==> src/rtl/sar_pkg.sv <==
package sar_pkg;

  // Strobes from the sequencer to the datapath
  typedef struct packed {
    logic start;   // load MSB trial
    logic decide;  // resolve one bit
    logic load;    // copy code to output latch
  } sarStrb_t;

  typedef enum logic [1:0] {
    ST_IDLE  = 2'd0,
    ST_ARMED = 2'd1,
    ST_CONV  = 2'd2,
    ST_LOAD  = 2'd3
  } sarState_t;

endpackage

==> src/rtl/sar_bus_sync.sv <==
module sar_bus_sync #(
  parameter int STAGES = 2  // must be at least 2
) (
  input  logic clk,
  input  logic rstN,
  input  logic csN,
  input  logic wrN,
  input  logic rdN,
  output logic wrBegin,
  output logic wrEnd,
  output logic rdBegin,
  output logic rdSel
);

  localparam int NSIG = 3;
  localparam int CS_B = 2;
  localparam int WR_B = 1;
  localparam int RD_B = 0;

  logic [STAGES-1:0][NSIG-1:0] chain;
  logic [NSIG-1:0] synced;
  logic wrSel;
  logic wrSelQ;
  logic rdSelQ;

  always_ff @(posedge clk or negedge rstN) begin
    if (!rstN) begin
      chain <= '1;
    end else begin
      chain <= {chain[STAGES-2:0], {csN, wrN, rdN}};
    end
  end

  assign synced = chain[STAGES-1];
  assign wrSel  = ~synced[CS_B] & ~synced[WR_B];
  assign rdSel  = ~synced[CS_B] & ~synced[RD_B];

  always_ff @(posedge clk or negedge rstN) begin
    if (!rstN) begin
      wrSelQ <= 1'b0;
      rdSelQ <= 1'b0;
    end else begin
      wrSelQ <= wrSel;
      rdSelQ <= rdSel;
    end
  end

  assign wrBegin = wrSel & ~wrSelQ;
  assign wrEnd   = ~wrSel & wrSelQ;
  assign rdBegin = rdSel & ~rdSelQ;

endmodule

==> src/rtl/sar_ctrl.sv <==
module sar_ctrl
  import sar_pkg::*;
#(
  parameter int DATA_W = 8
) (
  input  logic     clk,
  input  logic     rstN,
  input  logic     wrBegin,
  input  logic     wrEnd,
  input  logic     rdBegin,
  output sarStrb_t strb,
  output logic     intN
);

  localparam int CNT_W = (DATA_W > 1) ? $clog2(DATA_W) : 1;
  localparam logic [CNT_W-1:0] LAST_BIT = CNT_W'(DATA_W - 1);

  sarState_t state;
  logic [CNT_W-1:0] bitCnt;
  logic busFree;

  assign busFree = ~wrBegin & ~wrEnd;

  always_comb begin
    strb.start  = wrEnd;
    strb.decide = busFree && (state == ST_CONV);
    strb.load   = busFree && (state == ST_LOAD);
  end

  always_ff @(posedge clk or negedge rstN) begin
    if (!rstN) begin
      state  <= ST_IDLE;
      bitCnt <= '0;
    end else if (wrBegin) begin
      state  <= ST_ARMED;
      bitCnt <= '0;
    end else if (wrEnd) begin
      state  <= ST_CONV;
      bitCnt <= '0;
    end else begin
      case (state)
        ST_CONV: begin
          bitCnt <= bitCnt + 1'b1;
          if (bitCnt == LAST_BIT) state <= ST_LOAD;
        end
        ST_LOAD: state <= ST_IDLE;
        default: state <= state;
      endcase
    end
  end

  always_ff @(posedge clk or negedge rstN) begin
    if (!rstN) begin
      intN <= 1'b1;
    end else if (wrBegin) begin
      intN <= 1'b1;
    end else if (strb.load) begin
      intN <= 1'b0;
    end else if (rdBegin) begin
      intN <= 1'b1;
    end
  end

endmodule

==> src/rtl/sar_datapath.sv <==
module sar_datapath
  import sar_pkg::*;
#(
  parameter int DATA_W = 8
) (
  input  logic              clk,
  input  logic              rstN,
  input  sarStrb_t          strb,
  input  logic              cmpHigh,
  input  logic              dataOe,
  output logic [DATA_W-1:0] trialCode,
  output logic [DATA_W-1:0] dataOut
);

  localparam logic [DATA_W-1:0] MSB_ONLY = {1'b1, {(DATA_W-1){1'b0}}};

  logic [DATA_W-1:0] sarReg;
  logic [DATA_W-1:0] bitMask;
  logic [DATA_W-1:0] sarNext;
  logic [DATA_W-1:0] resultLatch;

  // Per-bit next value: the bit under test takes the comparator,
  // the bit just below it becomes the new trial bit, others hold.
  for (genvar i = 0; i < DATA_W; i++) begin : g_bit
    if (i == DATA_W - 1) begin : g_top
      assign sarNext[i] = bitMask[i] ? cmpHigh : sarReg[i];
    end else begin : g_low
      assign sarNext[i] = bitMask[i]   ? cmpHigh :
                          bitMask[i+1] ? 1'b1    : sarReg[i];
    end
  end

  always_ff @(posedge clk or negedge rstN) begin
    if (!rstN) begin
      sarReg  <= '0;
      bitMask <= '0;
    end else if (strb.start) begin
      sarReg  <= MSB_ONLY;
      bitMask <= MSB_ONLY;
    end else if (strb.decide) begin
      sarReg  <= sarNext;
      bitMask <= bitMask >> 1;
    end
  end

  always_ff @(posedge clk or negedge rstN) begin
    if (!rstN) begin
      resultLatch <= '0;
    end else if (strb.load) begin
      resultLatch <= sarReg;
    end
  end

  assign trialCode = sarReg;
  assign dataOut   = dataOe ? resultLatch : '0;

endmodule

==> src/rtl/sar_bus_ctrl.sv <==
module sar_bus_ctrl
  import sar_pkg::*;
#(
  parameter int DATA_W      = 8,
  parameter int SYNC_STAGES = 2
) (
  input  logic              clk,
  input  logic              rstN,
  input  logic              csN,
  input  logic              wrN,
  input  logic              rdN,
  input  logic              cmpHigh,
  output logic [DATA_W-1:0] trialCode,
  output logic              intN,
  output logic [DATA_W-1:0] dataOut,
  output logic              dataOe
);

  logic     wrBegin;
  logic     wrEnd;
  logic     rdBegin;
  logic     rdSel;
  sarStrb_t strb;

  sar_bus_sync #(.STAGES(SYNC_STAGES)) sync_i (
    .clk(clk), .rstN(rstN), .csN(csN), .wrN(wrN), .rdN(rdN),
    .wrBegin(wrBegin), .wrEnd(wrEnd), .rdBegin(rdBegin), .rdSel(rdSel)
  );

  sar_ctrl #(.DATA_W(DATA_W)) ctrl_i (
    .clk(clk), .rstN(rstN), .wrBegin(wrBegin), .wrEnd(wrEnd),
    .rdBegin(rdBegin), .strb(strb), .intN(intN)
  );

  assign dataOe = rdSel;

  sar_datapath #(.DATA_W(DATA_W)) dp_i (
    .clk(clk), .rstN(rstN), .strb(strb), .cmpHigh(cmpHigh),
    .dataOe(dataOe), .trialCode(trialCode), .dataOut(dataOut)
  );

endmodule

==> config.mk <==
export PLATFORM = sky130hd
export DESIGN_NAME = sar_bus_ctrl
export DESIGN_NICKNAME = d
export VERILOG_FILES = /design/src/rtl/sar_pkg.sv /design/src/rtl/sar_bus_sync.sv /design/src/rtl/sar_ctrl.sv /design/src/rtl/sar_datapath.sv /design/src/rtl/sar_bus_ctrl.sv
export SDC_FILE = /design/constraint.sdc
export NUM_CORES = 1
export LEC_CHECK = 0
export ABC_AREA = 1
export BUFFER_PORTS_ARGS = -buffer_cell sky130_fd_sc_hd__buf_2
export CORE_MARGIN = 2
export CORE_UTILIZATION = 50
export CTS_CLUSTER_SIZE = 14
export DETAILED_ROUTE_END_ITERATION = 12
export GPL_ROUTABILITY_DRIVEN = 0
export PLACE_DENSITY_LB_ADDON = 0.08
export SLEW_MARGIN = 25
export SYNTH_ARGS = -nofsm -noshare
export SYNTH_HDL_FRONTEND = slang
export SYNTH_SLANG_ARGS = --single-unit
==> constraint.sdc <==
create_clock -name clk -period 2 [get_ports clk]
set_clock_uncertainty 0.15 [all_clocks]
set_input_delay 0 -clock clk [delete_from_list [all_inputs] [get_ports clk]]
set_output_delay 0 -clock clk [all_outputs]
set_load 0.03 [all_outputs]
==> flow_summary.ini <==
[outcome]
status = complete, no violations

[floorplanning]
io_pins = 24
chipHeight_um = 62.40
start_util_pct = 51.51
die_area_um2 = 3894
die_w_um = 62.40
num_rows = 21
coreArea_um2 = 3311

[place]
io_buffers = 23
place_area_um2 = 1837
dp_hpwl_um = 2076

[power_and_ir_drop]
intPower_w = 0.001525
peakVddDrop_mv = 0.5191
p_leak_nw = 1.055
seq_power_share_pct = 45.4
p_clk_share_pct = 15.5
p_comb_share_pct = 39.1
switchingPower_w = 0.001135
swShare_pct = 42.66
power_density_nw_per_um2 = 1363

[critical_path]
critPathMaxFanout = 17
crit_chain = nor2_1 -> ha_1 -> nand3_2 -> nor2_1 -> a21oi_1
worst-path-buf-inv = 0
cpMostUsedCell = nor2_1
rrSetupSlack_ns = 0.18
path_delay_family = simple AND/OR/NAND/NOR gates
cp.arrival_ns = 1.89
crit_required_ns = 2.08
crit_slowest_cell = dfstp_2
path_class = reg2reg
timing.rr.start = sync_i.synced[2]
slowest_delay_ns = 0.54
r2r-end = dp_i.resultLatch[1]
rr_worst_depth = 5
critPathLaunchType = flop
worstSetupEndpointType = flop

[sta]
slew_violations = 0
min_period_ns = 1.815
setup_tns_ns = 0
fmax_mhz = 550.9
tightest_slew_ns = 0.8046
setup_viol = 0
rsz0062_at_grt = no
max_slew_margin_pct = 46.36
finalHoldViolCount = 0
whs_ns = 0.1190
period_share_pct = 90.75

[synth]
syn_area_um2 = 1705
yosys_warnings = 0
ys_ff_latch = 38
syn-num-nets = 206
yosysSeqAreaShare_pct = 56.27
syn_inst = 196
synth_cell_type_count = 18
syn_area_per_cell_um2 = 8.701

[detailed_routing]
vias = 1305
routed_via_density = 4.780
routed_wl_um = 3021
route.detailed.drc = 0
first_pass_iters = 4
ant_nets = 0
drt_iter0_drc = 68
wire_per_inst_um = 11.07

[grt]
grt_pass1_vias = 1206
gr-usage-all-layers_pct = 17.49
grt-ovfl-total = 0
grt_max_degree = 39
antenna_found_initial = 0
grt_pass1_wl_um = 5395

[finish]
drive_above_1_share_pct = 19.38
fill_cells = 313
final_area_um2 = 1951
layout.nets = 236
num_antenna_cells = 0
syn2layout_area_growth_pct = 14.38

[worst_hold_path]
worstHoldPathType = in2async

[clock_network]
tritoncts = yes
path_clk_slew_ns = 0.11
cts.htree.levels = 2
cts_root_buf = clkbuf_4
cts_buffers = 5
clockBufferDepth = 2
cts_sinks = 38
clkLatencyLatePin_ns = 0.34

[run]
maxCapViolations = 0
## Yosys cell counts (all sizes together)
cell type,n,share of area (%)
nand3,24,8.1
o22ai,1,0.37
nor2,24,5.3
dfstp,7,11
o21bai,1,0.44
a21oi,15,4.4
nand2,49,11
ha,4,2.9
buf,6,2.9
dfrtp,31,45
inv,25,5.5
o21ai,9,2.6
## flip-flops by register name, summed over array words and instances (netlist names)
signal / cells
dp_i.bitMask: 8
sync_i.wrSelQ: 1
ctrl_i.bitCnt: 3
sync_i.chain: 3
dp_i.resultLatch: 8
ctrl_i.state: 2
ctrl_i.intN: 1
dp_i.trialCode: 8
sync_i.rdSelQ: 1
sync_i.synced: 3
## power by group through the flow
stage	Clock [W]	Sequential [W]	Combinational (W)
5_1_grt	0.000473	0.00124	0.00117
6_report	0.000413	0.00121	0.00104
4_1_cts	0.000435	0.00121	0.00104
3_3_place_gp	0	0.00121	0.00101
3_5_place_dp	0	0.00122	0.00103
2_1_floorplan	0	0.00136	0.000668
## repair_timing
action / CTS / global route
buffers inserted: 0 / 0
gates resized for setup: 0 / 0
endpoints found under the hold margin: 38 / 0
hold buffers: 5 / 0
## worst max-delay path by stage
stage	end	cells after the start	slack [ns]	start
finish	dp_i.resultLatch[1]	5	0.18	sync_i.synced[2]
global route	dp_i.resultLatch[3]	5	0.08	sync_i.synced[2]
CTS	dp_i.resultLatch[1]	5	0.18	sync_i.synced[2]
detailed placement	dp_i.resultLatch[1]	5	0.21	sync_i.synced[2]
global placement	dp_i.resultLatch[2]	5	0.25	sync_i.synced[2]
floorplan	dp_i.trialCode[6]	8	0.34	sync_i.synced[2]
## metal layers
layer / part of all wire, % / global-route usage (%) / routed length (um)
met4: 0.86 / 6.667 / 26
met2: 44 / 26.48 / 1326
met1: 50 / 23.71 / 1509
met5: 0 / 0 / 0
met3: 5.2 / 5.405 / 158
## layout by cell type, fill, tap and decap left out, types with 2 or more instances in the layout
cell type       n
clkbuf_4        5
dfstp_2         7
a21oi_1        15
inv_2           2
inv_1          23
o21ai_0         4
o21ai_1         5
nand3_1        22
dfrtp_1        31
nand2_1        48
dlygate4sd3_1   5
ha_1            4
buf_2          23
nor2_1         24
## cell type report
type	instances	area, um^2	area share, %
flip-flops and latches	38	959.7	49.20
multi-input cells	127	603.1	30.92
repair buffers	29	172.7	8.852
inverters	25	93.84	4.811
well taps	46	57.56	2.951
clock buffers	6	51.30	2.630
clock inverters	2	12.51	0.6414
## logic make-up (layout without fill, tap and decap cells)
| group | after synthesis | in the layout | synth area share, % |
|---|---|---|---|
| AOI/OAI and AO/OA | 26 | 26 | 7.850 |
| adders and majority gates | 4 | 4 | 2.935 |
| buffers and inverters | 31 | 62 | 8.364 |
| DFF | 38 | 38 | 56.27 |
| and+or+nand+nor | 97 | 97 | 24.58 |
## metrics by stage
step           total power, W  util [%]  worst slack, ns  cells
2_1_floorplan        0.002025         -           0.3365    196
3_3_place_gp         0.002220     55.48           0.2454    260
5_1_grt              0.002889     58.92          0.07500    273
3_5_place_dp         0.002251     55.48           0.2106    260
6_report             0.002660     58.92           0.1849    273
4_1_cts              0.002686     58.92           0.1843    273
Power figures use the tool's default switching activity.
